### src/rtl/txbond_pkg.sv
package txbond_pkg;
  typedef enum logic [1:0] {
    ST_WAIT_RDY = 2'd0,
    ST_LOAD     = 2'd1,
    ST_OPEN     = 2'd2,
    ST_RUN      = 2'd3
  } seq_state_t;
endpackage

### src/rtl/txbond_rst_sync.sv
module txbond_rst_sync #(
  parameter int STAGES = 2
) (
  input  logic clk,
  input  logic rst_n,
  output logic rst_sync_n
);
  logic [STAGES-1:0] sync_q;

  always_ff @(posedge clk or negedge rst_n) begin
    if (!rst_n) sync_q <= '0;
    else        sync_q <= {sync_q[STAGES-2:0], 1'b1};
  end

  assign rst_sync_n = sync_q[STAGES-1];
endmodule

### src/rtl/txbond_flags.sv
module txbond_flags #(
  parameter int LANES = 12
) (
  input  logic [LANES-1:0] lane_rdy,
  input  logic [LANES-1:0] lane_full,
  input  logic [LANES-1:0] lane_empty,
  input  logic [LANES-1:0] lane_pempty,
  output logic             all_rdy,
  output logic             any_full,
  output logic             all_loaded
);
  logic [LANES-1:0] lane_loaded;

  for (genvar l = 0; l < LANES; l++) begin : g_lane
    assign lane_loaded[l] = ~lane_pempty[l] & ~lane_empty[l];
  end

  assign all_rdy    = &lane_rdy;
  assign any_full   = |lane_full;
  assign all_loaded = &lane_loaded;
endmodule

### src/rtl/txbond_fsm.sv
module txbond_fsm
  import txbond_pkg::*;
(
  input  logic       clk,
  input  logic       rst_n,
  input  logic       all_rdy,
  input  logic       all_loaded,
  output seq_state_t state
);
  seq_state_t state_q, state_d;

  always_comb begin
    state_d = state_q;
    if (!all_rdy) begin
      state_d = ST_WAIT_RDY;
    end else begin
      case (state_q)
        ST_WAIT_RDY: state_d = ST_LOAD;
        ST_LOAD:     if (all_loaded) state_d = ST_OPEN;
        ST_OPEN:     state_d = ST_RUN;
        ST_RUN:      state_d = ST_RUN;
        default:     state_d = ST_WAIT_RDY;
      endcase
    end
  end

  always_ff @(posedge clk or negedge rst_n) begin
    if (!rst_n) state_q <= ST_WAIT_RDY;
    else        state_q <= state_d;
  end

  assign state = state_q;

  AST_OPEN_AFTER_LOAD: assert property (@(posedge clk) disable iff (!rst_n)
    (state_q == ST_OPEN) |-> ($past(state_q) == ST_LOAD));
  AST_LOAD_AFTER_WAIT: assert property (@(posedge clk) disable iff (!rst_n)
    ($past(state_q) == ST_WAIT_RDY && state_q != ST_WAIT_RDY) |-> (state_q == ST_LOAD));
endmodule

### src/rtl/txbond_drive.sv
module txbond_drive
  import txbond_pkg::*;
#(
  parameter int LANES   = 12,
  parameter int LANE_DW = 64,
  parameter int LANE_CW = 3,
  localparam int DATA_W = LANES * LANE_DW,
  localparam int CTRL_W = LANES * LANE_CW
) (
  input  seq_state_t        state,
  input  logic              all_rdy,
  input  logic              any_full,
  input  logic [DATA_W-1:0] src_data,
  input  logic [CTRL_W-1:0] src_ctrl,
  output logic              src_rdy,
  output logic [DATA_W-1:0] tx_data,
  output logic [CTRL_W-1:0] tx_ctrl,
  output logic [LANES-1:0]  tx_valid,
  output logic [LANES-1:0]  tx_burst
);
  logic write_en;
  logic burst_en;

  always_comb begin
    write_en = all_rdy && !any_full && (state != ST_WAIT_RDY);
    burst_en = all_rdy && ((state == ST_OPEN) || (state == ST_RUN));
  end

  for (genvar l = 0; l < LANES; l++) begin : g_lane
    assign tx_data[l*LANE_DW +: LANE_DW] = src_data[l*LANE_DW +: LANE_DW];
    assign tx_ctrl[l*LANE_CW +: LANE_CW] = src_ctrl[l*LANE_CW +: LANE_CW];
    assign tx_valid[l] = write_en;
    assign tx_burst[l] = burst_en;
  end

  assign src_rdy = write_en;
endmodule

### src/rtl/txbond_seq.sv
module txbond_seq
  import txbond_pkg::*;
#(
  parameter int LANES   = 12,
  parameter int LANE_DW = 64,
  parameter int LANE_CW = 3,
  localparam int DATA_W = LANES * LANE_DW,
  localparam int CTRL_W = LANES * LANE_CW
) (
  input  logic              clk,
  input  logic              rst_n,
  input  logic [LANES-1:0]  lane_rdy,
  input  logic [LANES-1:0]  lane_full,
  input  logic [LANES-1:0]  lane_empty,
  input  logic [LANES-1:0]  lane_pempty,
  input  logic [DATA_W-1:0] src_data,
  input  logic [CTRL_W-1:0] src_ctrl,
  output logic              src_rdy,
  output logic [DATA_W-1:0] tx_data,
  output logic [CTRL_W-1:0] tx_ctrl,
  output logic [LANES-1:0]  tx_valid,
  output logic [LANES-1:0]  tx_burst
);
  logic       rst_sync_n;
  logic       all_rdy;
  logic       any_full;
  logic       all_loaded;
  seq_state_t state;

  txbond_rst_sync #(.STAGES(2)) u_rst (
    .clk        (clk),
    .rst_n      (rst_n),
    .rst_sync_n (rst_sync_n)
  );

  txbond_flags #(.LANES(LANES)) u_flags (
    .lane_rdy    (lane_rdy),
    .lane_full   (lane_full),
    .lane_empty  (lane_empty),
    .lane_pempty (lane_pempty),
    .all_rdy     (all_rdy),
    .any_full    (any_full),
    .all_loaded  (all_loaded)
  );

  txbond_fsm u_fsm (
    .clk        (clk),
    .rst_n      (rst_sync_n),
    .all_rdy    (all_rdy),
    .all_loaded (all_loaded),
    .state      (state)
  );

  txbond_drive #(
    .LANES   (LANES),
    .LANE_DW (LANE_DW),
    .LANE_CW (LANE_CW)
  ) u_drive (
    .state    (state),
    .all_rdy  (all_rdy),
    .any_full (any_full),
    .src_data (src_data),
    .src_ctrl (src_ctrl),
    .src_rdy  (src_rdy),
    .tx_data  (tx_data),
    .tx_ctrl  (tx_ctrl),
    .tx_valid (tx_valid),
    .tx_burst (tx_burst)
  );

  AST_NO_WRITE_FULL: assert property (@(posedge clk) disable iff (!rst_sync_n)
    (|lane_full) |-> (tx_valid == '0));
  AST_NO_OUT_UNREADY: assert property (@(posedge clk) disable iff (!rst_sync_n)
    (!(&lane_rdy)) |-> (tx_valid == '0 && tx_burst == '0));
  AST_BURST_ALL_OR_NONE: assert property (@(posedge clk) disable iff (!rst_sync_n)
    (tx_burst == '0) || (&tx_burst));
  AST_LOAD_NO_BURST: assert property (@(posedge clk) disable iff (!rst_sync_n)
    (state == ST_LOAD) |-> (tx_burst == '0));
  AST_BURST_RISE_LOADED: assert property (@(posedge clk) disable iff (!rst_sync_n)
    $rose(tx_burst[0]) |-> ($past(all_loaded) && state == ST_OPEN));
  AST_SRC_MIRROR: assert property (@(posedge clk) disable iff (!rst_sync_n)
    (src_rdy == tx_valid[LANES-1]) && (src_rdy == tx_valid[0]));
endmodule

### config.mk
export PLATFORM = sky130hd
export DESIGN_NAME = txbond_seq
export DESIGN_NICKNAME = d
export VERILOG_FILES = /design/src/rtl/txbond_pkg.sv /design/src/rtl/txbond_rst_sync.sv /design/src/rtl/txbond_flags.sv /design/src/rtl/txbond_fsm.sv /design/src/rtl/txbond_drive.sv /design/src/rtl/txbond_seq.sv
export SDC_FILE = /design/constraint.sdc
export NUM_CORES = 1
export LEC_CHECK = 0
export BUFFER_PORTS_ARGS = -buffer_cell sky130_fd_sc_hd__buf_2
export CORE_AREA = 2 2 662 664
export CTS_BUF_LIST = sky130_fd_sc_hd__clkbuf_16
export DETAILED_ROUTE_END_ITERATION = 12
export DIE_AREA = 0 0 664 666
export SYNTH_ARGS = -nofsm -noshare
export SYNTH_HDL_FRONTEND = slang
export SYNTH_HIERARCHICAL = 1
export SYNTH_SLANG_ARGS = --single-unit
### constraint.sdc
create_clock -name clk -period 2.75 [get_ports clk]
set_input_delay 0.275 -clock clk [delete_from_list [all_inputs] [get_ports clk]]
set_output_delay 0.275 -clock clk [all_outputs]
set_load 0.01 [all_outputs]
---- Word-level counts from Yosys, hierarchy flattened ----
Cells that the tools add are included.
word-level totals
  register bits ........................... 4
  bits in latches ......................... 0
  bits in writable memories ............... 0
  memory bits (read-only) ................. 0
  input bits .............................. 854
  output and inout port bits .............. 829
  logic and storage cells ................. 56
  memories ................................ 0
operators by class
  add/subtract/negate cells ............... 0
  multipliers ............................. 0
  div/mod/pow operators ................... 0
  magnitude comparators ................... 0
  equality and inequality tests ........... 4
  shift operators ......................... 0
  muxes and demuxes ....................... 3
  bitwise logic cells ..................... 36
  reductions and logical operators ........ 11
operators by type and width
  kind                                                             count
  1-bit inverter                                                   24
  12-bit AND reduction                                             2
  1-bit bitwise AND                                                12
  12-bit OR reduction                                              1
  2-bit one-hot mux with 3 select lines                            1
  2-bit == test, second input constant                             2
  2-bit two-way mux                                                2
  1-bit logical AND                                                3
  3-bit inequality test, second input constant                     1
  2-bit by 1-bit == test with 1-bit output, second input constant  1
  2-bit zero test                                                  1
  2-bit nonzero test                                               1
  2-bit OR reduction                                               1
  1-bit zero test                                                  1
  1-bit logical OR                                                 1

---- Logic depth before layout (Yosys ltp) ----
  depth after elaboration ................. 6
  mapped depth ............................ 5
  mapped depth without buffers ............ 5

---- By module ----
Netlist, hierarchy kept.
modules (own cells, without submodules)
  module           times used  cells each  area each (µm²)  seq. area each (µm²)
  txbond_drive     1           831         6239.7           0.0
  txbond_flags     1           17          105.1            0.0
  txbond_fsm       1           6           72.6             50.0
  txbond_rst_sync  1           3           53.8             50.0

---- Worst setup path before layout ----
OpenSTA, ideal clock, no wires.
  path type ............................... input port to output port
  from .................................... in lane_rdy[6]
  to ...................................... out tx_valid[0]
  data arrival time ....................... 1.465 ns
  required time ........................... 2.475 ns
  path slack .............................. 1.010 ns
  stages .................................. 4
  path buffers ............................ 1
  cells stage by stage .................... nand4_1 -> nor3_1 -> nor3b_2 -> buf_4
between the ends
  word-level cells in the longest chain between the ends .. 3
ends and longest elaborated chain
  item                            RTL line            RTL
  start, declared                 txbond_seq.sv:12    input logic [LANES-1:0] lane_rdy,
  12-bit AND reduction            txbond_flags.sv:18  assign all_rdy = &lane_rdy;
  net all_rdy                     txbond_seq.sv:25    logic all_rdy;
  1-bit logical AND (2 in a row)  txbond_drive.sv:25  write_en = all_rdy && !any_full && (state != ST_WAIT_RDY);
  end, declared                   txbond_seq.sv:21    output logic [LANES-1:0] tx_valid,
The timed path passes the listed nets, and every way through them passes these cells.

---- Final worst setup path ----
  from .................................... in lane_full[6]
  to ...................................... out tx_valid[1]
between the ends
  word-level cells in the longest chain between the ends .. 4
ends and longest elaborated chain
  item                            RTL line            RTL
  start, declared                 txbond_seq.sv:13    input logic [LANES-1:0] lane_full,
  12-bit OR reduction             txbond_flags.sv:19  assign any_full = |lane_full;
  net any_full                    txbond_seq.sv:26    logic any_full;
  1-bit zero test                 txbond_drive.sv:25
  1-bit logical AND (2 in a row)  txbond_drive.sv:25
The timed path passes the listed nets, and every way through them passes these cells.

==> flow_summary.json <==
{
  "outcome": "complete, no violations",
  "hold_class": "flop to asynchronous set/reset pin",
  "finalPower_mw": 0.331,
  "regArea_um2": 100,
  "fin_crit_sh_pct": 75.2,
  "overflow": 0,
  "fill_cells": 52400,
  "gp_congestion": 0.642,
  "vias": 3155,
  "syn-instance-count": 857,
  "setup-violations-final": 0,
  "drc": 0,
  "cts_tree": "yes",
  "core_area_um2": 436000,
  "ys_seq_elements": 4,
  "internal_power_mw": 0.274,
  "die_area_um2": 442000,
  "setup_ws_ns": 0.682,
  "routed_via_density": 0.538,
  "p_per_area_nw_per_um2": 41.6,
  "r2r_slack_ns": 2.05,
  "fin_crit_ns": 2.07,
  "drv_slew": 0,
  "grt_setup_unrepaired": "false",
  "place_ws_ns": 0.607,
  "dpl.cell_count": 5862,
  "syn-num-nets": 1711,
  "p_leak_nw": 0.475,
  "cp.required_ns": 2.48,
  "drive_above_1_share_pct": 75.2,
  "rr_worst_depth": 2,
  "cp-start-kind": "primary input",
  "max-slew-margin-rel_pct": 65.9,
  "drtIter0Drc": 378,
  "maxCapViolations": 0,
  "cts-root-buf": "clkbuf_16",
  "synth_top_cell_by_area": "buf_4",
  "ys_seq_area_share_pct": 1.55,
  "pwr-share-seq_pct": 18.6,
  "reg2reg_to": "u_fsm/state[1]$_DFFE_PN0P_",
  "synth_top_area_share_pct": 96.1,
  "grt_max_degree": 14,
  "routed_wl_um": 377000,
  "numClockSinks": 4,
  "clock_latency_ns": 0.23,
  "cts.htree.levels": 1,
  "cp.arrival_ns": 1.79,
  "dp_hpwl_um": 367000,
  "fp.dieW_um": 664,
  "worstSetupPathType": "primary input to primary output",
  "rows": 243,
  "initial_core_util_pct": 1.48,
  "fmax_mhz": 483,
  "cts-buffers-inserted": 3,
  "power_frac_comb_pct": 13.2,
  "fin_nets": 965,
  "grt_usage_pct": 16.4,
  "syn2layout_area_growth_pct": 22.7,
  "grt_antenna_before_repair": 2,
  "grt_pass1_vias": 2595,
  "crit_fanout": 13,
  "worst_pin_slew_ns": 0.507,
  "critPathCaptureType": "primary output",
  "clock_skew_ns": 0.00205,
  "detail_route.wl_per_cell_um": 64.2,
  "multi_input_area_um2": 161,
  "ir_drop_uv": 137,
  "firstDrtPassIters": 4,
  "power.switching_mw": 0.0568,
  "setup_tns_ns": 0,
  "path_clk_slew_ns": 0.03,
  "regToRegStartpoint": "u_fsm/state[1]$_DFFE_PN0P_",
  "yosysWarnings": 6,
  "num_io_pins": 1683,
  "postRouteAntennaNets": 0,
  "grt_first_pass_wirelength_um": 386000,
  "power_frac_clock_pct": 68.2,
  "swShare_pct": 17.2,
  "syn_avg_cell_area_um2": 7.55,
  "syn_area_um2": 6470,
  "yosys-top-cells-area": "buf_4 (96%), dfrtp_1 (1.5%), nor4_1 (0.77%), nand4_1 (0.39%), nor3b_2 (0.19%)",
  "clock_path_buffers": 2,
  "synth_cell_types": 15,
  "final_core_util_pct": 1.82,
  "stdcell_count": 5868,
  "hold_violations": 0,
  "dieHeight_um": 666,
  "port_buffers": 74
}
-- worst max-delay path: stages --
cell and delay (ns):
buf_2 0.10, nor4_1 0.30, nand3_1 0.25, nor3b_4 0.23, buf_4 0.33, buf_2 0.21
-- worst max-delay path by stage --
stage / slack [ns] / cells after the start / start / end
after floorplan: 1.01 / 4 / lane_rdy[6] / tx_valid[0]
after global placement: 0.64 / 6 / lane_full[6] / tx_valid[9]
after detailed placement: 0.61 / 6 / lane_full[6] / tx_valid[1]
after CTS: 0.61 / 6 / lane_full[6] / tx_valid[1]
after global routing: 0.59 / 6 / lane_rdy[7] / tx_valid[8]
final: 0.68 / 6 / lane_full[6] / tx_valid[1]
-- logic make-up (layout without fill, tap and decap cells) --
| family | count (synthesis) | in the layout | synth area share [%] |
|---|---|---|---|
| buffers and inverters | 828 | 80 | 96.1 |
| AND/OR/NAND/NOR | 22 | 22 | 2.15 |
| AO/OA/AOI/OAI | 2 | 2 | 0.193 |
| other | 1 | 3 | 0.0579 |
| flip-flops | 4 | 4 | 1.55 |
-- power by group through the flow --
| stage | combinational [mW] | clock (mW) | sequential [mW] |
|---|---|---|---|
| 6_report | 0.0436 | 0.226 | 0.0614 |
| 5_1_grt | 0.0458 | 0.236 | 0.0617 |
| 2_1_floorplan | 1.21 | 0 | 0.0620 |
| 3_5_place_dp | 0.0408 | 0 | 0.0621 |
| 3_3_place_gp | 0.0392 | 0 | 0.0621 |
| 4_1_cts | 0.0422 | 0.230 | 0.0615 |
-- cell usage in the layout (no fill, tap or decap), types with 2 or more instances in the layout --
| master | count |
|---|---|
| clkbuf_16 | 3 |
| nand4_1 | 4 |
| buf_4 | 2 |
| nor2_1 | 2 |
| nand2_1 | 2 |
| diode_2 | 2 |
| nor4_1 | 8 |
| dfrtp_1 | 4 |
| buf_2 | 74 |
-- metrics by stage --
step	hold slack (ns)	instance area, um2
2_1_floorplan	-0.0206	6470
3_5_place_dp	0.0208	7850
5_1_grt	0.0252	7940
3_3_place_gp	0.0175	7850
6_report	0.0173	7940
4_1_cts	0.0201	7940
-- cells in the mapped netlist --
cell     number
and2_2        1
a21oi_1       1
nand2_1       2
conb_1        1
nor4_1        8
dfrtp_1       4
o21a_1        1
nand3_1       1
buf_4       828
nand4_1       4
nor4_2        1
nor3b_2       1
nor2_1        2
nor3_1        1
nor2b_1       1
-- layout make-up --
class	instances	area share, %
clock buffer	3	0.945
sequential	4	1.26
timing repair buffer	77	4.98
antenna	2	0.0630
multi-input combinational	25	2.03
tap	5757	90.7
-- state kept, by name, indices dropped and copies added (netlist names) --
register and count:
u_rst/sync_q 2, u_fsm/state 2
-- what timing repair did --
| action | in CTS | in global routing |
|---|---|---|
| hold buffers | 1 | 0 |
| setup buffers | 0 | 0 |
| resized for setup | 0 | 0 |
| endpoints found under the hold margin | 2 | 0 |
-- routing by layer --
| metal | up-vias | wire length [um] | GRT usage [%] |
|---|---|---|---|
| met5 | - | 467 | 0.792 |
| met4 | 14 | 28400 | 10.3 |
| met3 | 614 | 164000 | 33.6 |
| met2 | 1585 | 169000 | 26.2 |
| met1 | 662 | 14600 | 1.83 |
| li1 | 280 | - | - |
No activity file was read; power rests on OpenSTA's default activity.
